File: config.mk
export PLATFORM = sky130hd
export DESIGN_NAME = bridge_cmd_mailbox
export DESIGN_NICKNAME = d
export VERILOG_FILES = /design/src/rtl/bmb_pkg.sv /design/src/rtl/bmb_regbank.sv /design/src/rtl/bmb_sequencer.sv /design/src/rtl/bmb_link_db.sv /design/src/rtl/bmb_window_store.sv /design/src/rtl/bridge_cmd_mailbox.sv
export SDC_FILE = /design/constraint.sdc
export NUM_CORES = 1
export LEC_CHECK = 0
export ABC_AREA = 0
export BUFFER_PORTS_ARGS = -buffer_cell sky130_fd_sc_hd__buf_4
export CAP_MARGIN = 30
export CORE_MARGIN = 4
export CORE_UTILIZATION = 40
export DETAILED_ROUTE_END_ITERATION = 16
export PLACE_DENSITY = 0.66
export SLEW_MARGIN = 20
export SYNTH_ARGS = -nofsm -noshare
export SYNTH_HDL_FRONTEND = slang
export SYNTH_HIERARCHICAL = 1
export SYNTH_SLANG_ARGS = --single-unit
File: constraint.sdc
create_clock -name clk -period 20.9 [get_ports clk]
set_clock_uncertainty 0.15 [all_clocks]
set_input_delay 4.18 -clock clk [delete_from_list [all_inputs] [get_ports clk]]
set_output_delay 4.18 -clock clk [all_outputs]
set_load 0.005 [all_outputs]
File: src/rtl/bmb_pkg.sv
package bmb_pkg;

  typedef enum logic [2:0] {
    OP_BAD     = 3'd0,
    OP_DB_SET  = 3'd1,
    OP_DB_CLR  = 3'd2,
    OP_WIN_SET = 3'd3,
    OP_WIN_CLR = 3'd4,
    OP_LNK_UP  = 3'd5,
    OP_LNK_DN  = 3'd6
  } op_e;

  localparam logic [7:0] A_CMD    = 8'h00;
  localparam logic [7:0] A_ARG    = 8'h04;
  localparam logic [7:0] A_STAT   = 8'h08;
  localparam logic [7:0] A_LINK   = 8'h0A;
  localparam logic [7:0] A_ADR_LO = 8'h10;
  localparam logic [7:0] A_ADR_HI = 8'h14;
  localparam logic [7:0] A_SZ_LO  = 8'h18;
  localparam logic [7:0] A_SZ_HI  = 8'h1C;
  localparam logic [7:0] A_NWIN   = 8'h20;
  localparam logic [7:0] A_W0OFS  = 8'h24;
  localparam logic [7:0] A_SPOFS  = 8'h28;
  localparam logic [7:0] A_NSPAD  = 8'h2C;

  localparam logic [15:0] ST_NONE = 16'd0;
  localparam logic [15:0] ST_OK   = 16'd1;
  localparam logic [15:0] ST_ERR  = 16'd2;

endpackage

File: src/rtl/bmb_regbank.sv
module bmb_regbank
  import bmb_pkg::*;
#(
  parameter int          NWIN     = 4,
  parameter int          NSPAD    = 8,
  parameter logic [31:0] WIN0_OFS = 32'h0,
  parameter logic [31:0] SPAD_OFS = 32'h100
) (
  input  logic        clk,
  input  logic        rst_n,
  input  logic        bus_wr,
  input  logic        bus_rd,
  input  logic [7:0]  bus_addr,
  input  logic [31:0] bus_wdata,
  output logic [31:0] bus_rdata,
  output logic        bus_rvalid,
  input  logic [15:0] status,
  input  logic        link_up,
  output logic        cmd_wr,
  output logic [31:0] arg,
  output logic        stat_clr,
  output logic [63:0] stage_addr,
  output logic [63:0] stage_size
);

  logic [31:0] arg_q, adr_lo_q, adr_hi_q, sz_lo_q, sz_hi_q;
  logic [31:0] rdata_q, rdata_d;
  logic        rvalid_q;
  logic        arg_en, adr_lo_en, adr_hi_en, sz_lo_en, sz_hi_en;

  always_comb begin
    cmd_wr    = bus_wr && (bus_addr == A_CMD);
    stat_clr  = bus_wr && (bus_addr == A_STAT);
    arg_en    = bus_wr && (bus_addr == A_ARG);
    adr_lo_en = bus_wr && (bus_addr == A_ADR_LO);
    adr_hi_en = bus_wr && (bus_addr == A_ADR_HI);
    sz_lo_en  = bus_wr && (bus_addr == A_SZ_LO);
    sz_hi_en  = bus_wr && (bus_addr == A_SZ_HI);
  end

  always_comb begin
    unique case (bus_addr)
      A_ARG:    rdata_d = arg_q;
      A_STAT:   rdata_d = {16'h0, status};
      A_LINK:   rdata_d = {31'h0, link_up};
      A_ADR_LO: rdata_d = adr_lo_q;
      A_ADR_HI: rdata_d = adr_hi_q;
      A_SZ_LO:  rdata_d = sz_lo_q;
      A_SZ_HI:  rdata_d = sz_hi_q;
      A_NWIN:   rdata_d = 32'(NWIN);
      A_W0OFS:  rdata_d = WIN0_OFS;
      A_SPOFS:  rdata_d = SPAD_OFS;
      A_NSPAD:  rdata_d = 32'(NSPAD);
      default:  rdata_d = 32'h0;
    endcase
  end

  always_ff @(posedge clk or negedge rst_n) begin
    if (!rst_n) begin
      arg_q    <= '0;
      adr_lo_q <= '0;
      adr_hi_q <= '0;
      sz_lo_q  <= '0;
      sz_hi_q  <= '0;
      rdata_q  <= '0;
      rvalid_q <= 1'b0;
    end else begin
      if (arg_en)    arg_q    <= bus_wdata;
      if (adr_lo_en) adr_lo_q <= bus_wdata;
      if (adr_hi_en) adr_hi_q <= bus_wdata;
      if (sz_lo_en)  sz_lo_q  <= bus_wdata;
      if (sz_hi_en)  sz_hi_q  <= bus_wdata;
      if (bus_rd)    rdata_q  <= rdata_d;
      rvalid_q <= bus_rd;
    end
  end

  assign arg        = arg_q;
  assign stage_addr = {adr_hi_q, adr_lo_q};
  assign stage_size = {sz_hi_q, sz_lo_q};
  assign bus_rdata  = rdata_q;
  assign bus_rvalid = rvalid_q;

endmodule

File: src/rtl/bmb_sequencer.sv
module bmb_sequencer
  import bmb_pkg::*;
#(
  parameter int NWIN     = 4,
  parameter int MIN_DB   = 3,
  parameter int MAX_DB   = 31,
  parameter int EXEC_LAT = 3,
  parameter int VECW     = $clog2(MAX_DB + 2)
) (
  input  logic            clk,
  input  logic            rst_n,
  input  logic            cmd_wr,
  input  logic [31:0]     cmd_code,
  input  logic [31:0]     arg,
  input  logic            stat_clr,
  output logic            busy,
  output logic            done,
  output logic            done_ok,
  output op_e             done_op,
  output logic [31:0]     done_arg,
  output logic [VECW-1:0] done_vec,
  output logic            done_msix,
  output logic [15:0]     status
);

  localparam int CNTW = (EXEC_LAT > 1) ? $clog2(EXEC_LAT) : 1;

  logic            busy_q, busy_d;
  logic [CNTW-1:0] cnt_q, cnt_d;
  op_e             op_q, op_d, op_dec;
  logic [31:0]     arg_q;
  logic [15:0]     stat_q, stat_d;
  logic            accept, ok;

  always_comb begin
    unique case (cmd_code)
      32'd1:   op_dec = OP_DB_SET;
      32'd2:   op_dec = OP_DB_CLR;
      32'd3:   op_dec = OP_WIN_SET;
      32'd4:   op_dec = OP_WIN_CLR;
      32'd5:   op_dec = OP_LNK_UP;
      32'd6:   op_dec = OP_LNK_DN;
      default: op_dec = OP_BAD;
    endcase
  end

  always_comb begin
    accept = cmd_wr && !busy_q;
    done   = busy_q && (cnt_q == '0);
    unique case (op_q)
      OP_DB_SET:  ok = (arg_q[15:0] >= 16'(MIN_DB + 1)) &&
                       (arg_q[15:0] <= 16'(MAX_DB + 1));
      OP_WIN_SET,
      OP_WIN_CLR: ok = (arg_q < 32'(NWIN));
      OP_BAD:     ok = 1'b0;
      default:    ok = 1'b1;
    endcase
  end

  always_comb begin
    busy_d = busy_q;
    cnt_d  = cnt_q;
    op_d   = op_q;
    if (accept) begin
      busy_d = 1'b1;
      cnt_d  = CNTW'(EXEC_LAT - 1);
      op_d   = op_dec;
    end else if (done) begin
      busy_d = 1'b0;
    end else if (busy_q) begin
      cnt_d  = cnt_q - 1'b1;
    end
    if (done)          stat_d = ok ? ST_OK : ST_ERR;
    else if (stat_clr) stat_d = ST_NONE;
    else               stat_d = stat_q;
  end

  always_ff @(posedge clk or negedge rst_n) begin
    if (!rst_n) begin
      busy_q <= 1'b0;
      cnt_q  <= '0;
      op_q   <= OP_BAD;
      arg_q  <= '0;
      stat_q <= ST_NONE;
    end else begin
      busy_q <= busy_d;
      cnt_q  <= cnt_d;
      op_q   <= op_d;
      if (accept) arg_q <= arg;
      stat_q <= stat_d;
    end
  end

  assign busy      = busy_q;
  assign done_ok   = ok;
  assign done_op   = op_q;
  assign done_arg  = arg_q;
  assign done_vec  = arg_q[VECW-1:0];
  assign done_msix = arg_q[16];
  assign status    = stat_q;

endmodule

File: src/rtl/bmb_link_db.sv
module bmb_link_db
  import bmb_pkg::*;
#(
  parameter int VECW = 6
) (
  input  logic            clk,
  input  logic            rst_n,
  input  logic            done,
  input  logic            done_ok,
  input  op_e             done_op,
  input  logic [VECW-1:0] done_vec,
  input  logic            done_msix,
  output logic            link_up,
  output logic [VECW-1:0] vec_count,
  output logic            msix
);

  logic            link_q, link_d, link_en;
  logic [VECW-1:0] vec_q, vec_d;
  logic            msix_q, msix_d, db_en;

  always_comb begin
    link_en = 1'b0;
    link_d  = link_q;
    db_en   = 1'b0;
    vec_d   = vec_q;
    msix_d  = msix_q;
    if (done && done_ok) begin
      unique case (done_op)
        OP_LNK_UP: begin link_en = 1'b1; link_d = 1'b1; end
        OP_LNK_DN: begin link_en = 1'b1; link_d = 1'b0; end
        OP_DB_SET: begin db_en = 1'b1; vec_d = done_vec; msix_d = done_msix; end
        OP_DB_CLR: begin db_en = 1'b1; vec_d = '0; end
        default:   ;
      endcase
    end
  end

  always_ff @(posedge clk or negedge rst_n) begin
    if (!rst_n) begin
      link_q <= 1'b0;
      vec_q  <= '0;
      msix_q <= 1'b0;
    end else begin
      if (link_en) link_q <= link_d;
      if (db_en) begin
        vec_q  <= vec_d;
        msix_q <= msix_d;
      end
    end
  end

  assign link_up   = link_q;
  assign vec_count = vec_q;
  assign msix      = msix_q;

endmodule

File: src/rtl/bmb_window_store.sv
module bmb_window_store
  import bmb_pkg::*;
#(
  parameter int NWIN = 4
) (
  input  logic              clk,
  input  logic              rst_n,
  input  logic              done,
  input  logic              done_ok,
  input  op_e               done_op,
  input  logic [31:0]       done_arg,
  input  logic [63:0]       stage_addr,
  input  logic [63:0]       stage_size,
  output logic [NWIN-1:0]   win_valid,
  output logic [NWIN*64-1:0] win_addr,
  output logic [NWIN*64-1:0] win_size
);

  for (genvar w = 0; w < NWIN; w++) begin : g_win
    logic        hit, set_en, clr_en;
    logic        vld_q;
    logic [63:0] adr_q, sz_q;

    always_comb begin
      hit    = done && done_ok && (done_arg == 32'(w));
      set_en = hit && (done_op == OP_WIN_SET);
      clr_en = hit && (done_op == OP_WIN_CLR);
    end

    always_ff @(posedge clk or negedge rst_n) begin
      if (!rst_n) begin
        vld_q <= 1'b0;
        adr_q <= '0;
        sz_q  <= '0;
      end else begin
        if (set_en) begin
          vld_q <= 1'b1;
          adr_q <= stage_addr;
          sz_q  <= stage_size;
        end else if (clr_en) begin
          vld_q <= 1'b0;
        end
      end
    end

    assign win_valid[w]         = vld_q;
    assign win_addr[w*64 +: 64] = adr_q;
    assign win_size[w*64 +: 64] = sz_q;
  end

endmodule

File: src/rtl/bridge_cmd_mailbox.sv
module bridge_cmd_mailbox
  import bmb_pkg::*;
#(
  parameter int          NWIN     = 4,
  parameter int          NSPAD    = 8,
  parameter logic [31:0] WIN0_OFS = 32'h0000_0000,
  parameter logic [31:0] SPAD_OFS = 32'h0000_0100,
  parameter int          MIN_DB   = 3,
  parameter int          MAX_DB   = 31,
  parameter int          EXEC_LAT = 3,
  localparam int         VECW     = $clog2(MAX_DB + 2)
) (
  input  logic               clk,
  input  logic               rst_n,
  input  logic               bus_wr,
  input  logic               bus_rd,
  input  logic [7:0]         bus_addr,
  input  logic [31:0]        bus_wdata,
  output logic [31:0]        bus_rdata,
  output logic               bus_rvalid,
  output logic               link_up,
  output logic [VECW-1:0]    db_vec_count,
  output logic               db_msix,
  output logic [NWIN-1:0]    win_valid,
  output logic [NWIN*64-1:0] win_addr,
  output logic [NWIN*64-1:0] win_size
);

  logic        rst_meta_n, rst_sync_n;
  logic        cmd_wr, stat_clr;
  logic [31:0] arg;
  logic [63:0] stage_addr, stage_size;
  logic        seq_busy, seq_done, seq_ok, seq_msix;
  op_e         seq_op;
  logic [31:0] seq_arg;
  logic [VECW-1:0] seq_vec;
  logic [15:0] status;

  always_ff @(posedge clk or negedge rst_n) begin
    if (!rst_n) begin
      rst_meta_n <= 1'b0;
      rst_sync_n <= 1'b0;
    end else begin
      rst_meta_n <= 1'b1;
      rst_sync_n <= rst_meta_n;
    end
  end

  bmb_regbank #(
    .NWIN(NWIN), .NSPAD(NSPAD), .WIN0_OFS(WIN0_OFS), .SPAD_OFS(SPAD_OFS)
  ) u_regs (
    .clk(clk), .rst_n(rst_sync_n),
    .bus_wr(bus_wr), .bus_rd(bus_rd), .bus_addr(bus_addr), .bus_wdata(bus_wdata),
    .bus_rdata(bus_rdata), .bus_rvalid(bus_rvalid),
    .status(status), .link_up(link_up),
    .cmd_wr(cmd_wr), .arg(arg), .stat_clr(stat_clr),
    .stage_addr(stage_addr), .stage_size(stage_size)
  );

  bmb_sequencer #(
    .NWIN(NWIN), .MIN_DB(MIN_DB), .MAX_DB(MAX_DB), .EXEC_LAT(EXEC_LAT), .VECW(VECW)
  ) u_seq (
    .clk(clk), .rst_n(rst_sync_n),
    .cmd_wr(cmd_wr), .cmd_code(bus_wdata), .arg(arg), .stat_clr(stat_clr),
    .busy(seq_busy), .done(seq_done), .done_ok(seq_ok), .done_op(seq_op),
    .done_arg(seq_arg), .done_vec(seq_vec), .done_msix(seq_msix),
    .status(status)
  );

  bmb_link_db #(.VECW(VECW)) u_lnk (
    .clk(clk), .rst_n(rst_sync_n),
    .done(seq_done), .done_ok(seq_ok), .done_op(seq_op),
    .done_vec(seq_vec), .done_msix(seq_msix),
    .link_up(link_up), .vec_count(db_vec_count), .msix(db_msix)
  );

  bmb_window_store #(.NWIN(NWIN)) u_win (
    .clk(clk), .rst_n(rst_sync_n),
    .done(seq_done), .done_ok(seq_ok), .done_op(seq_op), .done_arg(seq_arg),
    .stage_addr(stage_addr), .stage_size(stage_size),
    .win_valid(win_valid), .win_addr(win_addr), .win_size(win_size)
  );

endmodule

==> results of run 1 <==
[critical path, stage by stage]
cell and delay [ns]:
buf_4 0.37, and2_1 0.76, and2_1 0.90, nand3_2 0.46, buf_4 0.40, mux2_2 0.31
[area by class of cell]
type                       count  area share, %
antenna                        5         0.0309
clock buffer                 121           6.25
clock inverter                33           1.14
inverter                      36          0.334
multi-input combinational   1113           30.0
sequential                   759           47.0
tap                         1060           3.28
timing repair buffer         630           12.0
[registers in the layout, indices dropped and copies added (netlist names), 2 cells and up]
| register | count |
|---|---|
| u_regs/sz_lo_q | 32 |
| u_regs/adr_hi_q | 32 |
| u_win/g_win.adr_q | 256 |
| u_regs/bus_rdata | 32 |
| u_win/g_win.sz_q | 256 |
| u_win/g_win.vld_q | 4 |
| u_regs/sz_hi_q | 32 |
| u_seq/cnt_q | 2 |
| u_regs/arg | 32 |
| u_seq/done_arg | 32 |
| u_regs/adr_lo_q | 32 |
| u_seq/done_op | 3 |
| u_lnk/vec_count | 6 |
| u_seq/status | 2 |
[metal layers]
layer | GRT usage (%) | wire [um] | vias to the layer above
li1 | - | - | 8407
met1 | 27.6 | 38700 | 10300
met2 | 37.3 | 48500 | 653
met3 | 6.25 | 7320 | 159
met4 | 7.29 | 2920 | 6
met5 | 0 | 34 | -
[kinds of logic (layout without fill, tap and decap cells)]
logic type	Yosys count	in the layout	synth area share (%)
DFF	759	759	58.3
muxes	736	736	29.9
and+or+nand+nor	231	231	4.05
buffers and inverters	170	820	4.73
AOI/OAI and AO/OA	129	129	2.88
other	2	20	0.0231
adders and majority gates	1	1	0.0384
xor gates and xnor gates	1	1	0.0269
[cell usage in the layout (no fill, tap or decap), types with 5 or more instances in the layout]
cell type	instances
clkbuf_8	18
nor4_4	9
mux2i_1	44
mux2_2	251
o22ai_1	45
clkbuf_16	89
nor3_1	5
a21oi_1	7
nand3_1	5
mux2_4	400
mux2_1	40
clkbuf_1	14
buf_4	620
nand2b_1	11
diode_2	5
inv_1	36
clkinv_2	13
a22oi_1	29
dfrtp_1	758
nand2_1	111
clkinvlp_4	6
bufinv_16	10
nor2_1	38
nand3_2	5
conb_1	15
nor4_1	11
o22a_1	16
a22o_1	6
buf_12	5
[through the flow]
step | hold WS [ns] | util [%]
final | 0.213 | 50.2
after global routing | 0.226 | 50.2
after global placement | 0.189 | 46.3
after floorplan | 0.181 | -
after CTS | 0.218 | 50.1
after detailed placement | 0.196 | 46.4
[path summary, 6_finish.rpt]
check	to	start	depth (start not counted)	slack, ns
worst max-delay path	u_regs/sz_hi_q[24]$_DFFE_PN0P_	bus_addr[3]	6	13.81
worst min-delay path	rst_sync_n$_DFF_PN0_	rst_meta_n$_DFF_PN0_	0	0.21
worst max register to register	u_win/g_win[2].sz_q[16]$_DFFE_PN0P_	u_seq/done_op[2]$_DFFE_PN0P_	11	15.92
worst min register to register	rst_sync_n$_DFF_PN0_	rst_meta_n$_DFF_PN0_	0	0.21
max in group asynchronous	rst_sync_n$_DFF_PN0_	rst_n	1	17.31
min in group asynchronous	u_win/g_win[1].adr_q[8]$_DFFE_PN0P_	rst_sync_n$_DFF_PN0_	0	0.23
[report_power, final]
part	leakage (nW)	internal [mW]	switching, mW
clock	1.46	0.966	0.613
sequential	10.6	1.49	0.0357
combinational	8.54	0.0350	0.0624
==> metrics, run 1 <==
Yosys Warn Count 6; Chip Width just under 300 um; Layout area overhead 24.2%; Final period util 33.9%; setup TNS 0 ns; count leader, synth dfrtp_1; starting density of the core 40.4%; H-tree levels 3; Place WS 13.23 ns; number of I/O pins about 600; Avg Vias per Cell 5.21; initial antenna violation count 9; run status finished, final reports clean; Seq/Total Area, Yosys around three fifths; Post-CTS Setup Bufs 0; RSZ-0062 raised after global routing no; Tot Pwr roughly 3.2 mW; sequential standard cell area 0.0190 mm^2; cell taking the most area after synthesis dfrtp_1; total track usage 22.1%; DP HPWL roughly 67000 um; Inst Count DP around 3600; first-pass GRT wire length ~140000 um; TritonCTS buffer count 85; Yosys reg bits 759; count of cell types in the netlist 64; Critical Path RT about 21 ns; Max Root-Sink Buffers 3; Root Driver clkbuf_16; Avg Synthesized Cell Area approximately 16 um^2; final std cells w/o fill around 3800; MaxCap Viol Count 0; fin nets about 2700; Row Count about 100; Setup crit start kind primary input; I/O Buffers 600; Pre-antenna DRT Iters 5; Area after DPL 0.0374 mm^2; commonest cells in the netlist dfrtp_1 (759), mux2_4 (400), mux2_2 (251); critical path arrival about 7.4 ns; CTS tree yes; Max Freq around 140 MHz; CORE AREA a little over 0.08 mm^2; synthesized area 0.0326 mm^2; multi-input logic area 0.0121 mm^2; vias in the first global route 21200; fraction of layout cells with a size suffix above 1 a little over half; Synth Flop Type dfrtp_1; Resized cells post-CTS 0; Final setup violation count 0; Final Cell Area 0.0404 mm^2; routed via count roughly 20000; clk_lat worst skew just over 0.6 ns; WL final around 97000 um; Slew Limit Fails 0; post-route minimum period just over 7 ns; Lkg Pwr a little over 20 nW; Die Y between 200 and 300 um; Worst Setup Slack, final about 14 ns; Filler cells 6806; Post-route DRC 0; worst-margin pin slew a little over 1 ns; die area about 0.086 mm^2; dominant cells by area after synthesis dfrtp_1 (58%), mux2_4 (18%), mux2_2 (8.7%); Setup CP Type in2reg; VDD IR max 0.0571 mV; gpl congestion ~0.8; Yosys top cell area share approximately three fifths; crit end category flop; worst rel slew slack 32.2%; asr flop ratio synth 100%; drt wl/cell between 20 and 30 um; 1st-iter DRT viols 1017; instance count of the mapped netlist between 2000 and 2500; Fin. Hold Viols 0; Clock transition at path regs around 0.060 ns; Crit Path Max Fanout 26; Post-synth EDFFs 0; Sink Count between 700 and 800; worst min path class reg2reg; gr ovfl total 0; ANT nets after route 0; Post-CTS Hold Fix Bufs 0; pin count of the biggest net entering global routing approximately 180; P per Cell Area ~80 mW/mm^2
Power figures use the tool's default switching activity.
==> run 2, diff against run 1 <==
--- a/config.mk
+++ b/config.mk
@@ -11,7 +11,7 @@
 export CORE_MARGIN = 4
 export CORE_UTILIZATION = 40
 export DETAILED_ROUTE_END_ITERATION = 16
-export PLACE_DENSITY = 0.66
+export PLACE_DENSITY = 0.64
 export SLEW_MARGIN = 20
 export SYNTH_ARGS = -nofsm -noshare
 export SYNTH_HDL_FRONTEND = slang
==> constraint.sdc (replaced) <==
create_clock -name clk -period 6.6 [get_ports clk]
set_clock_uncertainty 0.15 [all_clocks]
set_input_delay 1.32 -clock clk [delete_from_list [all_inputs] [get_ports clk]]
set_output_delay 1.32 -clock clk [all_outputs]
set_load 0.005 [all_outputs]
==> run 2 against run 1 <==
  * Count of clock-buffer cells in the layout rose by 2
  * First-iteration DRC count rose by 22%
  * Register-to-register slack got worse by 14 ns
  * Sequential share of layout area fell by 0.068 points
  * Critical path depth rose by 5
  * Non-clock buffer count rose by 4
  * Setup slack got worse by 12 ns
  * Cell count rose by 0.16%
  * Cell area rose by 0.15%
  * Sequential power rose to 3.2 times the previous value
==> metrics, run 2 (synthesized netlist as in run 1, its figures left out) <==
P per Cell Area 250 mW/mm^2 (+220%); DP HPWL 67400 um (+0.78%); MaxCap Viol Count 0 (unchanged); Row Count 104 (unchanged); RSZ-0062 raised after global routing no; Crit Path Max Fanout 42 (+62%); number of I/O pins 601 (unchanged); Die Y 293 um (unchanged); starting density of the core 40.4% (unchanged); CORE AREA 0.0805 mm^2 (unchanged); routed via count 19600 (-0.031%); Resized cells post-CTS 0 (unchanged); Fin. Hold Viols 0 (unchanged); Final period util between 60% and 70%; Avg Vias per Cell 5.20 (-0.19%); worst rel slew slack 30.6% (-1.6 points); pin count of the biggest net entering global routing 171 (-2.3%); initial antenna violation count 8 (-1); Sequential Power Share 47.7% (about the same); first-pass GRT wire length 145000 um (-0.15%); Min-Delay Endpoint rst_sync_n$_DFF_PN0_; critical path arrival 4.85 ns (-2.58 ns); met3 wire length 5740 um (-22%); switching power 2.28 mW (+220%); Sink Count 759 (unchanged); Clock transition at path regs 0.06 ns (about the same); most frequent cells in the layout dfrtp_1 (758), buf_4 (621), mux2_4 (400); Clock Power Share 49.3% (about the same); Area after DPL 0.0374 mm^2 (+0.16%); Crit. Startpoint u_seq/done_op[2]$_DFFE_PN0P_; Layout area overhead 24.3%; Setup crit start kind flop; worst min path class reg2reg; largest registers u_win/g_win.adr_q (256), u_win/g_win.sz_q (256); die area 0.0860 mm^2 (unchanged); Slew Limit Fails 0 (unchanged); Critical Path RT 6.96 ns (-14.28 ns); 1st-iter DRT viols 1238 (+22%); Root Driver clkbuf_16; Post-Route M1 WL 40700 um (+5.1%); switching share of power 22.6% (+0.34 points); top layer reached by signal wires met5; internal power 7.84 mW (+220%); Final setup violation count 0 (unchanged); met2 wire length 48200 um (-0.46%); beginning of the worst hold path rst_meta_n$_DFF_PN0_; ANT nets after route 0 (unchanged); WL final 97800 um (+0.32%); vias in the first global route 21100 (-0.53%); Max Freq 223 MHz; FF-to-FF path depth 11 (unchanged); I/O Buffers 600 (unchanged); fin util 50.3% (+0.073 points); most common cell after layout, fill and taps aside dfrtp_1; Post-CTS Hold Fix Bufs 0 (unchanged); Comb power frac 3.0% (about the same); Worst R2R End u_win/g_win[3].sz_q[63]$_DFFE_PN0P_; Chip Width 293 um (unchanged); Post-route DRC 0 (unchanged); Max Root-Sink Buffers 3 (unchanged); TritonCTS buffer count 85 (unchanged); run status finished, final reports clean; fraction of layout cells with a size suffix above 1 54.0% (about the same); Final Cell Area 0.0405 mm^2 (+0.15%); H-tree levels 3 (unchanged); VDD IR max 0.167 mV (+190%); R2R Setup Slk 2.11 ns (-13.81 ns); total track usage 22.1% (-0.036 points); CTS tree yes; setup TNS 0 ns (unchanged); gpl congestion 0.821 (+2.2%); clk_lat worst skew 0.62 ns (about the same); drt wl/cell 26.0 um (+0.16%); post-route minimum period between 4 and 5 ns; worst-margin pin slew 1.04 ns (+0.0241 ns); Post-CTS Setup Bufs 0 (unchanged); Lkg Pwr 20.6 nW (+0.16%); worst hold path depth 0 (unchanged); gr ovfl total 0 (unchanged); fin nets 2674 (+0.15%); Reg2Reg Launch Point u_seq/done_op[2]$_DFFE_PN0P_; crit end category flop; Pre-antenna DRT Iters 7 (+2); Setup CP Type reg2reg
## run 2: cell types whose count changed in the layout (fill, tap and decap cells not counted), moves of 2 or more
cell and delta:
clkbuf_1 +3, clkinv_2 +3, buf_12 +2, clkinvlp_4 -2
diode_2 -2
## run 2: area by class of cell
class / count / area, um^2
repair buffers: 634 / 4940
well taps: 1060 / 1330
multi-input cells: 1113 / 12100
clock buffers: 123 / 2520
flip-flops and latches: 759 / 19000
inverters: 36 / 135
clock inverters: 35 / 448
diodes: 3 / 7.51
fillers: 6799 / 40100
## run 2: worst max-delay path, cell delays in order, from the launching register on
cell and delay, ns:
dfrtp_1 0.52, nand2b_4 0.21, a2111o_1 0.42, nor4_2 0.19, a21oi_2 0.08, o21ai_1 0.28
and4bb_2 0.31, nand4_4 0.23, nor4_4 0.36, buf_4 0.71, buf_4 0.47, mux2_2 0.38
## run 2: worst max path at each step
stage	to	cells past startpoint
floorplan	u_lnk/link_up$_DFFE_PN0P_	0
global placement	u_win/g_win[3].sz_q[63]$_DFFE_PN0P_	11
detailed placement	u_win/g_win[3].sz_q[63]$_DFFE_PN0P_	11
CTS	u_win/g_win[3].sz_q[63]$_DFFE_PN0P_	11
global route	u_win/g_win[3].sz_q[63]$_DFFE_PN0P_	11
finish	u_win/g_win[3].sz_q[63]$_DFFE_PN0P_	11
## run 2: through the flow
stage	cells	setup WS, ns	power (mW)	hold slack [ns]
floorplan	2042	-0.871	5.06	0.181
global placement	3595	2.27	5.21	0.188
detailed placement	3598	2.16	5.23	0.201
CTS	3756	2.15	10.3	0.222
global route	3761	1.84	10.5	0.233
finish	3763	2.11	10.1	0.214
## run 2: power groups by stage
stage,clock [mW],combinational (mW),sequential (mW)
global route,5.31,0.346,4.84
CTS,5.13,0.314,4.83
detailed placement,0,0.314,4.92
global placement,0,0.301,4.91
floorplan,0,0.143,4.92
finish,4.99,0.308,4.83
## run 2: metal layers
layer / vias to the layer above / global-route usage [%]
met5: - / 0
met4: 6 / 7.36
met3: 158 / 4.76
met2: 607 / 37.6
met1: 10400 / 28.2
li1: 8396 / -
==> run 3, diff against run 2 <==
--- a/config.mk
+++ b/config.mk
@@ -5,7 +5,7 @@
 export SDC_FILE = /design/constraint.sdc
 export NUM_CORES = 1
 export LEC_CHECK = 0
-export ABC_AREA = 0
+export ABC_AREA = 1
 export BUFFER_PORTS_ARGS = -buffer_cell sky130_fd_sc_hd__buf_4
 export CAP_MARGIN = 30
 export CORE_MARGIN = 4
==> constraint.sdc (replaced) <==
create_clock -name clk -period 4.7 [get_ports clk]
set_clock_uncertainty 0.15 [all_clocks]
set_input_delay 0.94 -clock clk [delete_from_list [all_inputs] [get_ports clk]]
set_output_delay 0.94 -clock clk [all_outputs]
set_load 0.005 [all_outputs]
==> run 3 against run 2 <==
  * Sequential power grew 43%
  * Setup slack worse by 0.95 ns
  * Largest power group is now registers
  * Count of clock-buffer cells in the layout fell by 1
  * Critical endpoint is now u_win/g_win[3].sz_q[1]$_DFFE_PN0P_
  * Critical path type unchanged
  * Register-to-register slack got worse by 0.95 ns
==> metrics, run 3 <==
run status finished, final reports clean; H-tree levels 3 (unchanged); critical path arrival 3.96 ns (-0.89 ns); XOR/XNOR Fraction of Synth Area 0% (-0.027 points); Root Driver clkbuf_16; MaxCap Viol Count 0 (unchanged); count leader, synth nand2_1; cell mode on critical path nand2_1; Post-synth EDFFs 0 (unchanged); instance count of the mapped netlist 3737 (+84%); Yosys Warn Count 6 (unchanged); cell taking the most area after synthesis dfrtp_1; met2 wire length 56900 um (+18%); # diodes 0 (-3); WL final 127000 um (+29%); mux cell area share after synthesis 0% (-30 points); initial antenna violation count 1 (-7); RSZ-0062 raised after global routing no; Crit Path Max Fanout 147 (+250%); Seq/Total Area, Yosys 58.6% (+0.30 points); Final Cell Area 0.0403 mm^2 (-0.37%); main combinational cell family by area after synthesis simple AND/OR/NAND/NOR gates; Final setup violation count 0 (unchanged); 1st-iter DRT viols 2938 (+140%); Max Root-Sink Buffers 3 (unchanged); Fin. Hold Viols 0 (unchanged); Final period util 75.3% (+7.2 points); Slew Limit Fails 0 (unchanged); met3 wire length 11700 um (+100%); fin nets 4215 (+58%); vias in the first global route 27600 (+31%); Chip Width 293 um (-0.25%); simple-gate share of the synthesized area 32.4% (+28 points); TritonCTS buffer count 84 (-1.2%); total track usage 28.6% (+6.5 points); Critical Path, Cell by Cell or2_0 -> o21ai_1 -> nand3_1 -> nand3_2 -> nand2_1 -> inv_1 -> nand2_1 -> nor2_1 -> nand2_1 -> nor2_4 -> buf_12 -> buf_4 -> nand4_1 -> nand2_1; first-pass GRT wire length 186000 um (+28%); CTS tree yes; FF-to-FF path depth 14 (+3); clk_lat worst skew 0.64 ns (+0.02 ns); Pre-antenna DRT Iters 6 (-1); ANT nets after route 0 (unchanged); largest registers u_win/g_win.adr_q (256), u_win/g_win.sz_q (256); count of cell types in the netlist 34 (-47%); R2R Setup Slk 1.16 ns (-0.95 ns); Post-CTS Setup Bufs 0 (unchanged); die area 0.0856 mm^2 (-0.50%); post-synthesis compound-gate area fraction 3.30% (+0.42 points); Place WS 1.25 ns (-0.909 ns); Area after DPL 0.0375 mm^2 (+0.12%); Worst R2R End u_win/g_win[3].sz_q[1]$_DFFE_PN0P_; worst min path class reg2reg; Yosys reg bits 759 (unchanged); Post-CTS Hold Fix Bufs 1 (+1); Critical-path top delay cell buf_4; CORE AREA 0.0804 mm^2 (-0.16%); worst-margin pin slew 1.36 ns (+0.314 ns); drt wl/cell 23.9 um (-8.0%); Sink Count 759 (unchanged); Reg2Reg Launch Point u_seq/done_arg[1]$_DFFE_PN0P_; Lkg Pwr 22.3 nW (+8.1%); Max Freq 283 MHz (+27%); Avg Synthesized Cell Area 8.67 um^2 (-46%); Post-Route M1 WL 51100 um (+26%); Adder-Cell Fraction of Synth Area 0.0386% (+0.00020 points); crit end category flop; asr flop ratio synth 100% (unchanged); synthesized area 0.0324 mm^2 (-0.51%); CP endpoint u_win/g_win[3].sz_q[1]$_DFFE_PN0P_; starting density of the core 40.3% (-0.14 points); Yosys top cell area share 58.6% (+0.30 points); routed via count 29100 (+49%); top layer reached by signal wires met5; fraction of layout cells with a size suffix above 1 19.5% (-35 points); commonest cells in the netlist nand2_1 (1529), dfrtp_1 (759), nand4_1 (515); Setup CP Type reg2reg; most frequent cells in the layout nand2_1 (1529), dfrtp_1 (758), buf_4 (636); Worst Setup Slack, final 1.16 ns (-0.946 ns); P per Cell Area 353 mW/mm^2 (+41%); I/O Buffers 600 (unchanged); gr ovfl total 0 (unchanged); Resized cells post-CTS 0 (unchanged); Die Y 293 um (-0.25%); fin util 50.2% (-0.11 points); Synth Flop Type dfrtp_1; pin count of the biggest net entering global routing 219 (+28%); VDD IR max 0.247 mV (+48%); Post-route DRC 0 (unchanged); Layout area overhead 24.5%; post-route minimum period 3.54 ns (-0.954 ns); Clock transition at path regs 0.06 ns (about the same); worst rel slew slack 9.65% (-21 points); most common cell after layout, fill and taps aside nand2_1; Row Count 104 (unchanged); Setup crit start kind flop; DP HPWL 84500 um (+25%); Crit. Startpoint u_seq/done_arg[1]$_DFFE_PN0P_; gpl congestion 0.898 (+9.4%); Critical Path Max Stage Delay 0.66 ns (-0.05 ns); Avg Vias per Cell 5.49 (+5.7%); number of I/O pins 601 (unchanged); dominant cells by area after synthesis dfrtp_1 (59%), nand2_1 (18%), nand4_1 (9.9%); Critical Path RT 5.12 ns (-1.84 ns)
run 3: worst min-delay path by stage:
| stage | startpoint | to | slack, ns | cells past startpoint |
|---|---|---|---|---|
| final | rst_meta_n$_DFF_PN0_ | rst_sync_n$_DFF_PN0_ | 0.20 | 0 |
| after global routing | rst_meta_n$_DFF_PN0_ | rst_sync_n$_DFF_PN0_ | 0.23 | 0 |
| after CTS | rst_meta_n$_DFF_PN0_ | rst_sync_n$_DFF_PN0_ | 0.20 | 0 |
| after detailed placement | rst_meta_n$_DFF_PN0_ | rst_sync_n$_DFF_PN0_ | 0.19 | 0 |
| after global placement | rst_meta_n$_DFF_PN0_ | rst_sync_n$_DFF_PN0_ | 0.19 | 0 |
| after floorplan | rst_meta_n$_DFF_PN0_ | rst_sync_n$_DFF_PN0_ | 0.18 | 0 |
run 3: stage by stage:
| step | hold WS (ns) | cells | total power [mW] | TNS, ns |
|---|---|---|---|---|
| global route | 0.227 | 5294 | 14.7 | 0 |
| detailed placement | 0.189 | 5140 | 7.62 | 0 |
| finish | 0.198 | 5294 | 14.2 | 0 |
| floorplan | 0.181 | 3750 | 7.26 | -2097.45 |
| global placement | 0.185 | 5137 | 7.62 | 0 |
| CTS | 0.202 | 5291 | 14.3 | 0 |
run 3: kinds of logic (layout without fill, tap and decap cells):
| family | after synthesis | after routing |
|---|---|---|
| other | 2 | 15 |
| adders and majority gates | 1 | 1 |
| AOI/OAI and AO/OA | 196 | 196 |
| DFF | 759 | 759 |
| and+or+nand+nor | 2364 | 2364 |
| buffers and inverters | 415 | 899 |
run 3: power by group:
| group | leakage [nW] | switching (mW) | internal, mW | total (mW) |
|---|---|---|---|---|
| sequential | 10.5 | 0.290 | 6.63 | 6.92 |
| combinational | 10.4 | 0.483 | 0.122 | 0.605 |
| clock | 1.37 | 2.75 | 3.96 | 6.71 |
run 3: layout make-up:
| class | count | area [um^2] |
|---|---|---|
| fill | 7657 | 40100 |
| sequential | 759 | 19000 |
| multi-input combinational | 2576 | 11700 |
| timing repair buffer | 655 | 5140 |
| clock buffer | 122 | 2420 |
| tap | 1060 | 1330 |
| clock inverter | 28 | 362 |
| inverter | 94 | 360 |
run 3: routing by layer:
layer	track usage, %	vias to the layer above
met5	0	-
met4	13.7	2
met3	7.07	262
met2	43.2	1374
met1	38.8	14200
li1	-	13300
run 3: critical path: cells and delay by family, from the launching register on:
kind,cells,cell delay [ns]
AND/OR/NAND/NOR,10,1.27
flip-flops,1,0.49
AO/OA/AOI/OAI,1,0.21
buffers and inverters,3,1.08
